### src/rtl/ea_pkg.sv
`timescale 1ns/1ps
package ea_pkg;
  localparam int FIELD_W = 3;
  localparam int NREG    = 1 << FIELD_W;

  localparam logic [1:0]         MODE_IND  = 2'd0;
  localparam logic [1:0]         MODE_D8   = 2'd1;
  localparam logic [1:0]         MODE_D32  = 2'd2;
  localparam logic [1:0]         MODE_REG  = 2'd3;
  localparam logic [FIELD_W-1:0] RM_SIB    = 3'd4;
  localparam logic [FIELD_W-1:0] RM_ABS    = 3'd5;
  localparam logic [FIELD_W-1:0] IDX_NONE  = 3'd4;
  localparam logic [FIELD_W-1:0] BASE_NONE = 3'd5;

  typedef enum logic [1:0] {
    DISP_NONE = 2'd0,
    DISP_B8   = 2'd1,
    DISP_W32  = 2'd2
  } disp_kind_e;

  typedef struct packed {
    logic               is_reg;
    logic               use_sib;
    logic               has_base;
    logic [FIELD_W-1:0] base_idx;
    logic               has_index;
    logic [FIELD_W-1:0] index_idx;
    logic [1:0]         scale;
    disp_kind_e         disp_kind;
  } ea_form_t;
endpackage

### src/rtl/ea_form_decode.sv
`timescale 1ns/1ps
module ea_form_decode
  import ea_pkg::*;
(
  input  logic [1:0]         mode_i,
  input  logic [FIELD_W-1:0] rm_i,
  input  logic [7:0]         sib_i,
  output ea_form_t           form_o
);
  logic [FIELD_W-1:0] sib_base;
  logic [FIELD_W-1:0] sib_index;
  logic [1:0]         sib_scale;

  assign sib_scale = sib_i[7:6];
  assign sib_index = sib_i[5:3];
  assign sib_base  = sib_i[2:0];

  always_comb begin
    form_o           = '0;
    form_o.disp_kind = DISP_NONE;
    if (mode_i == MODE_REG) begin
      form_o.is_reg = 1'b1;
    end else begin
      case (mode_i)
        MODE_D8:  form_o.disp_kind = DISP_B8;
        MODE_D32: form_o.disp_kind = DISP_W32;
        default:  form_o.disp_kind = DISP_NONE;
      endcase
      if (rm_i == RM_SIB) begin
        form_o.use_sib   = 1'b1;
        form_o.scale     = sib_scale;
        form_o.index_idx = sib_index;
        form_o.has_index = (sib_index != IDX_NONE);
        if (mode_i == MODE_IND && sib_base == BASE_NONE) begin
          // no base: absolute 4-byte displacement replaces it
          form_o.disp_kind = DISP_W32;
        end else begin
          form_o.has_base = 1'b1;
          form_o.base_idx = sib_base;
        end
      end else if (mode_i == MODE_IND && rm_i == RM_ABS) begin
        form_o.disp_kind = DISP_W32;
      end else begin
        form_o.has_base = 1'b1;
        form_o.base_idx = rm_i;
      end
    end
  end
endmodule

### src/rtl/ea_disp_ext.sv
`timescale 1ns/1ps
module ea_disp_ext
  import ea_pkg::*;
#(
  parameter  int ADDR_W = 32,
  localparam int LEN_W  = $clog2(ADDR_W / 8) + 1
) (
  input  disp_kind_e        kind_i,
  input  logic [ADDR_W-1:0] disp_i,
  output logic [ADDR_W-1:0] disp_o,
  output logic [LEN_W-1:0]  len_o
);
  localparam logic [LEN_W-1:0] FULL_LEN = LEN_W'(ADDR_W / 8);

  always_comb begin
    case (kind_i)
      DISP_B8: begin
        disp_o = {{(ADDR_W-8){disp_i[7]}}, disp_i[7:0]};
        len_o  = LEN_W'(1);
      end
      DISP_W32: begin
        disp_o = disp_i;
        len_o  = FULL_LEN;
      end
      default: begin
        disp_o = '0;
        len_o  = '0;
      end
    endcase
  end
endmodule

### src/rtl/ea_reg_pick.sv
`timescale 1ns/1ps
module ea_reg_pick
  import ea_pkg::*;
#(
  parameter int ADDR_W = 32
) (
  input  logic [NREG*ADDR_W-1:0] regs_i,
  input  logic [FIELD_W-1:0]     base_idx_i,
  input  logic [FIELD_W-1:0]     index_idx_i,
  output logic [ADDR_W-1:0]      base_o,
  output logic [ADDR_W-1:0]      index_o
);
  logic [ADDR_W-1:0] reg_arr [NREG];

  for (genvar k = 0; k < NREG; k++) begin : g_unpack
    assign reg_arr[k] = regs_i[k*ADDR_W +: ADDR_W];
  end

  assign base_o  = reg_arr[base_idx_i];
  assign index_o = reg_arr[index_idx_i];
endmodule

### src/rtl/ea_sum.sv
`timescale 1ns/1ps
module ea_sum #(
  parameter int ADDR_W = 32
) (
  input  logic              base_en_i,
  input  logic [ADDR_W-1:0] base_i,
  input  logic              index_en_i,
  input  logic [ADDR_W-1:0] index_i,
  input  logic [1:0]        scale_i,
  input  logic [ADDR_W-1:0] disp_i,
  output logic [ADDR_W-1:0] ea_o
);
  logic [ADDR_W-1:0] base_term;
  logic [ADDR_W-1:0] index_term;

  always_comb begin
    case (scale_i)
      2'd1:    index_term = {index_i[ADDR_W-2:0], 1'b0};
      2'd2:    index_term = {index_i[ADDR_W-3:0], 2'b0};
      2'd3:    index_term = {index_i[ADDR_W-4:0], 3'b0};
      default: index_term = index_i;
    endcase
    if (!index_en_i) index_term = '0;
  end

  assign base_term = base_en_i ? base_i : '0;
  assign ea_o      = base_term + index_term + disp_i;
endmodule

### src/rtl/ea_gen.sv
`timescale 1ns/1ps
module ea_gen
  import ea_pkg::*;
#(
  parameter  int ADDR_W = 32,
  localparam int LEN_W  = $clog2(ADDR_W / 8) + 1
) (
  input  logic                   clk_i,
  input  logic                   rst_ni,
  input  logic                   valid_i,
  input  logic [7:0]             modrm_i,
  input  logic [7:0]             sib_i,
  input  logic [ADDR_W-1:0]      disp_i,
  input  logic [NREG*ADDR_W-1:0] regs_i,
  output logic                   valid_o,
  output logic                   is_reg_o,
  output logic [FIELD_W-1:0]     reg_idx_o,
  output logic [FIELD_W-1:0]     reg_field_o,
  output logic [ADDR_W-1:0]      ea_o,
  output logic                   sib_used_o,
  output logic [LEN_W-1:0]       disp_len_o
);
  ea_form_t          form;
  logic [ADDR_W-1:0] disp_val;
  logic [LEN_W-1:0]  disp_len;
  logic [ADDR_W-1:0] base_val;
  logic [ADDR_W-1:0] index_val;
  logic [ADDR_W-1:0] sum_val;

  ea_form_decode i_decode (
    .mode_i (modrm_i[7:6]),
    .rm_i   (modrm_i[2:0]),
    .sib_i  (sib_i),
    .form_o (form)
  );

  ea_disp_ext #(.ADDR_W(ADDR_W)) i_disp (
    .kind_i (form.disp_kind),
    .disp_i (disp_i),
    .disp_o (disp_val),
    .len_o  (disp_len)
  );

  ea_reg_pick #(.ADDR_W(ADDR_W)) i_pick (
    .regs_i      (regs_i),
    .base_idx_i  (form.base_idx),
    .index_idx_i (form.index_idx),
    .base_o      (base_val),
    .index_o     (index_val)
  );

  ea_sum #(.ADDR_W(ADDR_W)) i_sum (
    .base_en_i  (form.has_base),
    .base_i     (base_val),
    .index_en_i (form.has_index),
    .index_i    (index_val),
    .scale_i    (form.scale),
    .disp_i     (disp_val),
    .ea_o       (sum_val)
  );

  always_ff @(posedge clk_i or negedge rst_ni) begin
    if (!rst_ni) begin
      valid_o <= 1'b0;
    end else begin
      valid_o <= valid_i;
    end
  end

  always_ff @(posedge clk_i or negedge rst_ni) begin
    if (!rst_ni) begin
      is_reg_o    <= 1'b0;
      reg_idx_o   <= '0;
      reg_field_o <= '0;
      ea_o        <= '0;
      sib_used_o  <= 1'b0;
      disp_len_o  <= '0;
    end else if (valid_i) begin
      is_reg_o    <= form.is_reg;
      reg_idx_o   <= form.is_reg ? modrm_i[2:0] : '0;
      reg_field_o <= modrm_i[5:3];
      ea_o        <= form.is_reg ? '0 : sum_val;
      sib_used_o  <= form.use_sib;
      disp_len_o  <= disp_len;
    end
  end
endmodule

### config.mk
export PLATFORM = sky130hd
export DESIGN_NAME = ea_gen
export DESIGN_NICKNAME = d
export VERILOG_FILES = /design/src/rtl/ea_pkg.sv /design/src/rtl/ea_form_decode.sv /design/src/rtl/ea_disp_ext.sv /design/src/rtl/ea_reg_pick.sv /design/src/rtl/ea_sum.sv /design/src/rtl/ea_gen.sv
export SDC_FILE = /design/constraint.sdc
export NUM_CORES = 1
export LEC_CHECK = 0
export BUFFER_PORTS_ARGS = -buffer_cell sky130_fd_sc_hd__buf_2
export CAP_MARGIN = 25
export CORE_ASPECT_RATIO = 0.5
export CORE_MARGIN = 1.5
export CORE_UTILIZATION = 55
export CTS_BUF_LIST = sky130_fd_sc_hd__clkbuf_16
export DETAILED_ROUTE_END_ITERATION = 10
export GPL_TIMING_DRIVEN = 0
export PLACE_DENSITY = 0.9
export SLEW_MARGIN = 10
export SYNTH_ARGS = -nofsm -noshare
export SYNTH_HDL_FRONTEND = slang
export SYNTH_SLANG_ARGS = --single-unit
### constraint.sdc
create_clock -name clk_i -period 2.2 [get_ports clk_i]
set_clock_uncertainty 0.05 [all_clocks]
set_input_delay 0.66 -clock clk_i [delete_from_list [all_inputs] [get_ports clk_i]]
set_output_delay 0.66 -clock clk_i [all_outputs]
set_load 0.01 [all_outputs]
==> impl_results.md, run 1 <==
- Post-DP HPWL: 38.6 mm
- Complex-gate fraction of the synthesized area: 36.4%
- Simple-gate share of the synthesized area: 27.3%
- Die height: 96.9 um
- Grt repair worst endpoint: ea_o[31]$_DFFE_PN0P_/D
- Syn Nets: 1846
- Post-synthesis mux area share: 2.53%
- Mean Syn Cell Area: 6.57 um2
- Synth Area in Adders: 10.5%
- Placed Area: 12300 um2
- Gr usage total: 83.6%
- Kind of the worst endpoint: register input
- Inst Count DP: 2058
- Post-Syn Area: 9710 um2
- Gp weighted congestion: 1.09
- CTS Root Cell: clkbuf_16
- Clock Tree Buf Depth: 2
- IO Count: 351
- Seq/Total Area, Yosys: 11.1%
- PortBufs: 347
- Total gr overflow: 83
- Largest family of logic cells by synthesized area: compound AO/OA/AOI/OAI gates
- CTS buffer count: 5
- Async SR Flop Fraction: 100%
- Post-synth EDFFs: 0
- Status: did not finish
- Ys Warns: 0
- Std cell rows: 34
- Post-Synthesis Cells: 1477
- Largest net degree at the start of global routing: 44
- Flops & latches, synth: 43
- Tool error: [ERROR GRT-0232] Routing congestion too high. Check the congestion heatmap in the GUI.
- Clk sinks: 43
- Yosys cell types: 70
- Synth Flop Type: dfrtp_1
- Synth Area in XOR/XNOR: 2.53%
- Initial core utilization: 56.1%
- H-tree depth: 2
- Die span in x: 191 um
- Exit stage: 5_1_grt
[per-layer routing]
layer / global-route usage, % / GRT overflow
met3: 75.7 / 9
met4: 74.3 / 26
met1: 84.6 / 9
met5: 58.2 / 0
met2: 95.2 / 39
[synth_stat cells, types with 2 or more instances]
cell / count / area, um2
xnor2_1: 13 / 114
a31o_2: 30 / 263
o211a_1: 4 / 40.0
or3_1: 2 / 12.5
buf_2: 5 / 25.0
clkbuf_1: 120 / 450
o21bai_1: 3 / 22.5
nand3_1: 71 / 355
a41oi_1: 3 / 26.3
o2111ai_1: 2 / 17.5
and3b_1: 2 / 17.5
buf_1: 10 / 37.5
mux4_2: 2 / 45.0
nor2b_1: 10 / 62.6
dfrtp_1: 43 / 1080
a22o_1: 26 / 228
nand4_1: 4 / 25.0
a21boi_0: 4 / 30.0
mux2_2: 12 / 135
inv_1: 102 / 383
a31oi_1: 28 / 175
o211ai_1: 6 / 45.0
nor3_1: 32 / 160
o21ai_0: 53 / 265
xor2_1: 15 / 131
nand2b_1: 3 / 18.8
a41o_1: 2 / 20.0
nor4_1: 2 / 12.5
nand2_1: 354 / 1330
o22ai_1: 29 / 181
and2_1: 64 / 400
o21ai_1: 3 / 15.0
buf_6: 3 / 33.8
or2_2: 5 / 31.3
mux2i_1: 5 / 50.1
and3_1: 7 / 43.8
a21o_1: 18 / 135
nor2_1: 26 / 97.6
ha_1: 30 / 375
a21oi_1: 84 / 420
a211oi_1: 63 / 473
and4_1: 2 / 17.5
fa_1: 32 / 641
a221oi_1: 58 / 508
a311oi_1: 60 / 526
[timing repair]
item | 4_1_cts
cloned | 4
endpoints found under the setup margin | 32
pin swaps | 51
resized for setup | 256
buffers inserted | 50
hold buffers | 0
[stage by stage]
step                TNS (ps)  setup WS [ps]  utilization [%]
CTS                   -77360          -3120             80.5
detailed placement   -106290          -4170             71.2
global placement     -104180          -4050             71.2
floorplan             -69010          -2920                -
[cell families after synthesis]
logic type | count (synthesis)
simple gates | 591
compound gates | 491
buf+inv | 241
fa+ha+maj | 62
flops | 43
xor+xnor | 28
mux | 20
other cells | 1
==> run 2: changes to the inputs <==
Settings changed: CORE_ASPECT_RATIO 0.5 to default, CORE_UTILIZATION 55 to 40, CTS_BUF_LIST sky130_fd_sc_hd__clkbuf_16 to default, PLACE_DENSITY 0.9 to default, PLACE_DENSITY_LB_ADDON from default to 0.15.
==> run 2 against run 1 <==
The flow now finishes, with violations (setup timing). Synthesized cell count stayed put. Area after synthesis stayed put.
==> impl_results.md, run 2 <==
- Status: finished, violations left
- Failing checks: setup timing
- DR vias: 13900
- Slew Limit Headroom: 40.7%
- Initial core utilization: 41.1% (-15 points)
- Std cell rows: 56 (+65%)
- DR vias/cell: 6.23
- Biggest regs: ea_o (32), reg_field_o (3), reg_idx_o (3)
- Top Metal Used: met5
- CTS tree: done
- Setup WS pre-CTS: -4170 ps (+2.51 ps)
- Most common cell after layout, fill and taps aside: buf_2
- Cell Pwr Density: 453 nW/um2
- Most frequent cells after synthesis: 354 x nand2_1, 120 x clkbuf_1, 102 x inv_1
- Gr usage total: 40.8%
- Count of final hold-check violations: 0
- Hold-fix buffers, CTS: 0 (unchanged)
- Inst Count DP: 2143 (+4.1%)
- Worst r2r src: ea_o[25]
- Endpoint class of the critical path: flop
- Clk sinks: 43 (unchanged)
- Post-DP HPWL: 42.2 mm (+9.2%)
- Synth Flop Type: dfrtp_1
- Core area: 23600 um2
- Biggest register: ea_o
- PortBufs: 347 (unchanged)
- Overall routed net length: 53.7 mm
- Ys Warns: 0 (unchanged)
- CTS buffer count: 5 (unchanged)
- Fin util: 62.7%
- Setup violators final: 32
- Post-Syn Area: 9710 um2 (unchanged)
- Die span in x: 159 um (-17%)
- Avg WL per Cell: 24.0 um
- Largest net degree at the start of global routing: 44
- Max cap viols: 0
- M1 WL: 20.1 mm
- CP max-delay cell: fa_1
- Die height: 159 um (+64%)
- Min-delay worst type: input port to asynchronous set/reset pin
- Antenna Nets Post-Route: 0
- Crit path max fanout: 5
- Total gr overflow: 0
- Seq/Total Area, Yosys: 11.1% (unchanged)
- Flops & latches, synth: 43 (unchanged)
- First-pass GRT wire length: 80.1 mm
- Met3 routed WL: 5.57 mm
- Area leader, netlist: nand2_1
- CP max stage delay: 560 ps
- Mean Syn Cell Area: 6.57 um2 (unchanged)
- Setup CP Type: input port to flop
- Design Area, Final: 14800 um2
- CTS Root Cell: clkbuf_16
- Startpoint type of the worst setup path: input port
- P&R area growth vs syn: 52.5%
- IO Count: 351 (unchanged)
- Drt pass-1 iters: 6
- 1st-iter DRT viols: 1529
- Max reg flops: 32
- Placed Area: 12400 um2 (+0.86%)
- Post-synth EDFFs: 0 (unchanged)
- Initial antenna violation count: 17
- Syn Nets: 1846 (unchanged)
- Gp weighted congestion: 1.01 (-7.2%)
- RSZ-0062 raised after global routing: yes
- Die Area: 25200 um2
- Fin nets: 2276
- Period utilisation layout: 243%
- DRC Markers: 0
- FF-to-FF path depth: 2
- Synth top area share: 13.7% (unchanged)
- Most frequent cells in the layout: 349 x buf_2, 331 x nand2_1, 89 x inv_1, 62 x and2_1, 62 x a211oi_1
- Worst slew pin tran: 889 ps
- Yosys cell types: 70 (unchanged)
- FF-to-FF setup slack: 1320 ps
- Clock Tree Buf Depth: 2 (unchanged)
- H-tree depth: 2 (unchanged)
- Proportion of layout cells with a drive suffix above 1: 40.5%
- Clk Latency, worst-skew pair: 280 ps
- Fmax: 187 MHz
- Reg clk slew, reported paths: 60 ps
- TNS Setup: -79700 ps
- Post-Synthesis Cells: 1477 (unchanged)
- VDD IR max: 0.000657 V
- Critical Path AT: 5500 ps
- Max-slew violations: 0
- Met2 WL: 25.0 mm
- Worst Path Required: 2350 ps
- Worst setup margin: -3150 ps
- Period minus WS final: 5350 ps
- Crit path top cell by count: buf_12
- Async SR Flop Fraction: 100% (unchanged)
- Most common cell in the netlist: nand2_1
- P_leak: 6.75 nW
- Vias in the first global route: 14000
- Finished Layout Cells: 2238
- Top cells by area, synth: nand2_1 14%, dfrtp_1 11%, fa_1 6.6%
- Reg-to-reg endpoint: ea_o[25]
run 2: cell counts after synthesis:
Identical to the previous run, type by type.
run 2: layer usage:
metal	GRT usage, %	vias to the layer above
met3	10.8	206
met5	0	-
li1	-	6239
met2	69.2	860
met4	19.7	12
met1	47.5	6615
run 2: how the worst max path moves through the flow:
stage	startpoint	end	slack [ps]	cells after the start
final	modrm_i[1]	ea_o[31]	-3150	26
after CTS	modrm_i[1]	ea_o[31]	-2960	25
after floorplan	modrm_i[0]	ea_o[31]	-2920	25
after global routing	modrm_i[1]	ea_o[31]	-3300	25
after global placement	sib_i[3]	ea_o[31]	-4250	23
after detailed placement	sib_i[3]	ea_o[31]	-4170	23
run 2: what timing repair did:
item,CTS,global route
setup endpoints to repair,32,32
gates cloned,6,0
buffers inserted,51,25
hold endpoints to repair,0,0
pin swaps,55,65
resized for setup,282,93
run 2: cell type report:
class / instances / area, um2
clock buffers: 5 / 125
inverters: 102 / 383
flip-flops and latches: 43 / 1080
fillers: 2172 / 8810
well taps: 319 / 399
repair buffers: 423 / 2490
multi-input cells: 1193 / 9130
clock inverters: 3 / 67.6
plain buffers: 139 / 1100
diodes: 11 / 27.5
run 2: through the flow:
stage,hold slack [ps],power (mW)
floorplan,314,3.53
global placement,434,4.86
detailed placement,441,4.89
CTS,446,6.37
global route,456,7.07
finish,443,6.70
run 2: report_power, final:
part / internal (mW) / leakage, nW / switching, mW
Combinational: 2.06 / 6.12 / 2.61
Clock: 0.650 / 0.0901 / 0.310
Sequential: 0.981 / 0.545 / 0.0920
run 2: kinds of logic after synthesis:
logic type / Yosys count / share of synthesized area (%)
and+or+nand+nor: 591 / 27.3
AOI/OAI and AO/OA: 491 / 36.4
buffers and inverters: 241 / 9.66
adders and majority gates: 62 / 10.5
DFF: 43 / 11.1
xor gates and xnor gates: 28 / 2.53
muxes: 20 / 2.53
other: 1 / 0.0386
run 2: critical path, delay by kind of cell:
kind / cells / cell delay, ps
and+or+nand+nor: 8 / 1470
buffers and inverters: 8 / 940
AOI/OAI and AO/OA: 7 / 1310
adders and majority gates: 3 / 1080
(Power assumes the default switching activity.)
==> run 3: changes to the inputs <==
Settings changed: BUFFER_PORTS_ARGS -buffer_cell sky130_fd_sc_hd__buf_2 to default, DONT_BUFFER_PORTS from default to 1, REMOVE_ABC_BUFFERS from default to 1.
Clock period 2.2 ns to 5.5 ns, I/O delays scaled along.
==> run 3 against run 2 <==
The flow still finishes with violations (setup timing). Clock power fell by 60%. Critical path depth fell by 1. Global-route usage fell by 4.8 points. Highest routed layer is now met4. Largest power group unchanged. Worst setup slack improved by 2600 ps. Combinational power fell by 67%. Cell count fell by 19%. Utilization fell by 9.0 points. Final area fell by 14%.
==> impl_results.md, run 3 (synthesis gave the netlist of run 2 again) <==
- Largest net degree at the start of global routing: 73 (+66%)
- Hold-fix buffers, CTS: 0 (unchanged)
- Die height: 159 um (unchanged)
- IO Count: 351 (unchanged)
- Worst Hold Slack: 526 ps (+83.4 ps)
- Min-delay worst type: flop to flop
- Die span in x: 159 um (unchanged)
- CTS Root Cell: clkbuf_16
- Crit path max fanout: 8 (+3)
- Setup CP Type: input port to flop
- Clk Latency, worst-skew pair: 290 ps (about the same)
- Die Area: 25200 um2 (unchanged)
- WHS Endpoint: reg_field_o[0]
- Clk sinks: 43 (unchanged)
- Cell Pwr Density: 190 nW/um2 (-58%)
- DRC Markers: 0 (unchanged)
- Worst Path Required: 5570 ps (+3220 ps)
- Antenna Nets Post-Route: 0 (unchanged)
- Inst Count DP: 1672 (-22%)
- P&R area growth vs syn: 30.5%
- CP max-delay cell: and4bb_4
- Core area: 23600 um2 (unchanged)
- Fin nets: 1852 (-19%)
- Status: finished, violations left
- Worst slew pin tran: 963 ps (+73.4 ps)
- CP delay by family, top: compound AO/OA/AOI/OAI gates
- FF-to-FF path depth: 2 (unchanged)
- Reg-to-reg endpoint: disp_len_o[0]
- Max-slew violations: 0 (unchanged)
- Startpoint type of the worst setup path: input port
- Std cell rows: 56 (unchanged)
- Period minus WS final: 6060 ps
- Failing checks: setup timing
- Gr usage total: 36.0% (-4.8 points)
- CTS buffer count: 5 (unchanged)
- Post-DP HPWL: 29.1 mm (-31%)
- Vias in the first global route: 11900 (-15%)
- Overall routed net length: 47.7 mm (-11%)
- Biggest regs: ea_o (32), reg_field_o (3), reg_idx_o (3)
- Total gr overflow: 0 (unchanged)
- 1st-iter DRT viols: 1302 (-15%)
- Count of final hold-check violations: 0 (unchanged)
- Placed Area: 10000 um2 (-19%)
- RSZ-0062 raised after global routing: yes
- CTS tree: done
- Most common cell after layout, fill and taps aside: nand2_1
- Worst setup margin: -563 ps (+2590 ps)
- CP max stage delay: 470 ps (-90 ps)
- DR vias: 12300 (-12%)
- Finished Layout Cells: 1803 (-19%)
- Design Area, Final: 12700 um2 (-14%)
- ANT cells: 0 (-11)
- Filler Cell Count: 2340 (+7.7%)
- VDD IR max: 0.000161 V (-75%)
- Worst hold start: reg_field_o[0]
- Avg WL per Cell: 26.5 um (+10%)
- Cell count along the critical path: 25 (-3.8%)
- Reg clk slew, reported paths: 60 ps (about the same)
- H-tree depth: 2 (unchanged)
- Biggest register: ea_o
- Setup violators final: 20 (-38%)
- Most frequent cells in the layout: 335 x nand2_1, 86 x inv_1, 74 x buf_4, 70 x nand3_1, 62 x and2_1
- Drt pass-1 iters: 5 (-1)
- Max reg flops: 32 (unchanged)
- Proportion of layout cells with a drive suffix above 1: 25.3% (-15 points)
- FF-to-FF setup slack: 4540 ps (+3220 ps)
- Worst hold stages: 1
- Tot Pwr: 2.41 mW (-64%)
- First-pass GRT wire length: 71.4 mm (-11%)
- Endpoint class of the critical path: flop
- Initial core utilization: 41.1% (unchanged)
- Gp weighted congestion: 0.919 (-8.9%)
- Fmax: 165 MHz
- Critical Path AT: 6130 ps (+630 ps)
- WP buf/inv: 5 (-3)
- Clock Tree Buf Depth: 2 (unchanged)
- Initial antenna violation count: 0 (-17)
- Worst r2r src: disp_len_o[0]
- PortBufs: 0 (-100%)
- P_leak: 5.11 nW (-24%)
- Period utilisation layout: 110%
- Slew Limit Headroom: 35.7% (-5.0 points)
- DR vias/cell: 6.81 (+9.4%)
- Max cap viols: 0 (unchanged)
run 3: changes by cell type in the layout (fill, tap and decap cells not counted), sizes merged:
cell and delta:
buf -325, diode -11, or2 +1, and2 +11
nand2 +2, nand3 +2, o211a +2, clkbuf -117
run 3: cell type report:
class                   count  area [um2]  share of cell area (%)
multi-input cells        1211        9170                    72.4
repair buffers            120        1450                    11.4
flip-flops and latches     43        1080                    8.49
well taps                 319         399                    3.15
inverters                 102         383                    3.02
clock buffers               5         125                   0.988
clock inverters             3        67.6                   0.533
run 3: report_power, final:
group / internal (mW) / total [mW] / switching [mW]
clock: 0.260 / 0.387 / 0.127
sequential: 0.393 / 0.485 / 0.0920
combinational: 0.695 / 1.54 / 0.844
run 3: per-stage QoR:
step	worst slack [ps]	setup TNS, ps	utilization (%)
6_report	-563	-6020	53.7
5_1_grt	-726	-9180	53.7
4_1_cts	-432	-3890	50.7
3_5_place_dp	-2670	-50480	42.4
3_3_place_gp	-10750	-306650	40.4
2_1_floorplan	-5880	-154060	-
run 3: how the worst max path moves through the flow:
stage | from | endpoint
detailed placement | modrm_i[2] | ea_o[31]
global placement | sib_i[1] | ea_o[31]
floorplan | sib_i[1] | ea_o[31]
global route | modrm_i[1] | ea_o[31]
finish | modrm_i[1] | ea_o[30]
CTS | modrm_i[0] | ea_o[22]
run 3: layer usage:
| layer | global-route usage (%) | vias up | wire, um | share of wire [%] |
|---|---|---|---|---|
| li1 | - | 5401 | - | - |
| met1 | 44.6 | 5871 | 18200 | 38 |
| met2 | 58.2 | 855 | 21600 | 45 |
| met3 | 10.6 | 154 | 5930 | 12 |
| met4 | 14.9 | 0 | 1970 | 4.1 |
| met5 | 0 | - | 0 | 0 |
run 3: timing repair:
item	4_1_cts	5_1_grt
resized for setup	162	93
pin swaps	95	51
buffers inserted	75	22
endpoints found under the setup margin	30	24
gates cloned	24	0
==> run 4: changes to the inputs <==
Clock period 5.5 ns to 5.43 ns, I/O delays scaled along.
==> run 4 against run 3 <==
The run still ends with setup timing left. Worst setup slack got worse by 52 ps. Critical path depth is 6 lower. Highest routed layer unchanged. Clock power is 1% higher. Combinational power barely moved.
==> impl_results.md, run 4 (synthesis gave the netlist of run 2 again) <==
- Status: finished, violations left
- Failing checks: setup timing
- Reg clk slew, reported paths: 60 ps (about the same)
- Biggest register: ea_o
- Clk sinks: 43 (unchanged)
- Max cap viols: 0 (unchanged)
- Hold-fix buffers, CTS: 0 (unchanged)
- Slew Limit Headroom: 36.3% (+0.62 points)
- Die Area: 25200 um2 (unchanged)
- ANT cells: 0 (unchanged)
- P&R area growth vs syn: 30.5% (about the same)
- Core area: 23600 um2 (unchanged)
- CTS Root Cell: clkbuf_16
- CTS tree: done
- Overall routed net length: 48.0 mm (+0.62%)
- DR vias/cell: 6.79 (-0.37%)
- TNS Setup: -7350 ps (-1330 ps)
- Gp weighted congestion: 0.919 (unchanged)
- Tot Pwr: 2.46 mW (+1.8%)
- Worst Path Required: 5500 ps (-70 ps)
- CTS buffer count: 5 (unchanged)
- Crit path top cell by count: a21oi_2
- Avg WL per Cell: 26.7 um (+0.68%)
- Fin util: 53.6% (about the same)
- Gr usage total: 36.1% (+0.084 points)
- Finished Layout Cells: 1802 (-0.055%)
- RSZ-0062 raised after global routing: yes
- Period minus WS final: 6040 ps
- 1st-iter DRT viols: 1420 (+9.1%)
- FF-to-FF setup slack: 4470 ps (-70 ps)
- Setup violators final: 22 (+10%)
- Max reg flops: 32 (unchanged)
- Setup CP Type: input port to flop
- Post-DP HPWL: 29.1 mm (unchanged)
- Std cell rows: 56 (unchanged)
- DRC Markers: 0 (unchanged)
- WP buf/inv: 3 (-2)
- Max-slew violations: 0 (unchanged)
- Min-delay worst type: flop to flop
- Period utilisation layout: 111%
- Worst-path cell chain: nand2_8, nand2_2, nor2_4, buf_16, a311oi_1, o21ai_0, fa_1, inv_2, ha_4, a21o_1, a21oi_2, a21oi_2, o211ai_1, buf_4, a21oi_4, o31a_1, a211oi_2, xor2_1, o22ai_1
- Vias in the first global route: 11900 (+0.17%)
- Largest net degree at the start of global routing: 73 (unchanged)
- Most common cell after layout, fill and taps aside: nand2_1
- P_leak: 5.09 nW (-0.34%)
- IO Count: 351 (unchanged)
- Startpoint type of the worst setup path: input port
- CP max-delay cell: nor2_4
- Cell Pwr Density: 194 nW/um2 (+1.9%)
- CP delay by family, top: compound AO/OA/AOI/OAI gates
- PortBufs: 0 (unchanged)
- Clock Tree Buf Depth: 2 (unchanged)
- Die height: 159 um (unchanged)
- Drt pass-1 iters: 5 (unchanged)
- First-pass GRT wire length: 71.5 mm (+0.22%)
- Initial core utilization: 41.1% (unchanged)
- Fmax: 165 MHz
- Crit path max fanout: 34 (+26)
- Fin nets: 1851 (-0.054%)
- DR vias: 12200 (-0.42%)
- VDD IR max: 0.000161 V (about the same)
- Proportion of layout cells with a drive suffix above 1: 25.0% (-0.32 points)
- Initial antenna violation count: 0 (unchanged)
- Worst Hold Slack: 526 ps (-0.0760 ps)
- Clk Latency, worst-skew pair: 290 ps (about the same)
- Worst setup margin: -614 ps (-51.6 ps)
- Worst slew pin tran: 954 ps (-9.24 ps)
- Most frequent cells in the layout: 340 x nand2_1, 86 x inv_1, 71 x buf_4, 70 x nand3_1, 62 x and2_1
- Die span in x: 159 um (unchanged)
- Total gr overflow: 0 (unchanged)
- Antenna Nets Post-Route: 0 (unchanged)
- H-tree depth: 2 (unchanged)
- Critical Path AT: 6120 ps (about the same)
- CP max stage delay: 530 ps (+60 ps)
- Biggest regs: ea_o (32), reg_field_o (3), reg_idx_o (3)
- Count of final hold-check violations: 0 (unchanged)
- Endpoint class of the critical path: flop
- Inst Count DP: 1672 (unchanged)
## run 4: worst register-to-register path, cell delays in order (launching register included)
cell and delay, ps:
dfrtp_1 430, nor2b_1 170, a31o_2 200
## run 4: stage by stage
| step | setup slack (ps) | area [um2] |
|---|---|---|
| floorplan | -5930 | 9150 |
| global placement | -10800 | 9550 |
| detailed placement | -2720 | 10000 |
| CTS | -481 | 12000 |
| global route | -791 | 12700 |
| finish | -614 | 12700 |
## run 4: path summary, 6_finish.rpt
path | startpoint | end | depth (start not counted)
max | modrm_i[7] | ea_o[30] | 19
min | reg_field_o[0] | reg_field_o[0] | 1
min in group asynchronous | rst_ni | ea_o[2] | 0
max in group asynchronous | rst_ni | ea_o[27] | 0
max reg2reg | disp_len_o[0] | disp_len_o[0] | 2
min reg2reg | reg_field_o[0] | reg_field_o[0] | 1
## run 4: area by class of cell
cell class / instances / area, um2
clock buffer: 5 / 125
sequential: 43 / 1080
multi-input combinational: 1211 / 9160
tap: 319 / 399
fill: 2343 / 11000
inverter: 102 / 383
clock inverter: 3 / 67.6
timing repair buffer: 119 / 1460
## run 4: power breakdown
part / leakage, nW / total, mW / switching, mW / internal (mW)
combinational: 4.46 / 1.57 / 0.862 / 0.710
clock: 0.0900 / 0.392 / 0.129 / 0.263
sequential: 0.545 / 0.492 / 0.0937 / 0.398
total: 5.09 / 2.46 / 1.08 / 1.37
## run 4: what timing repair did
| item | 4_1_cts | 5_1_grt |
|---|---|---|
| cloned | 24 | 0 |
| setup endpoints to repair | 30 | 25 |
| resized for setup | 165 | 87 |
| setup buffers | 75 | 21 |
| pin swaps | 96 | 43 |
## run 4: metal layers
| layer | up-vias | routed length [um] | GRT usage (%) |
|---|---|---|---|
| met5 | - | 0 | 0 |
| met2 | 857 | 21600 | 58.4 |
| met4 | 0 | 1940 | 14.9 |
| li1 | 5391 | - | - |
| met3 | 131 | 5740 | 9.74 |
| met1 | 5850 | 18700 | 45.1 |
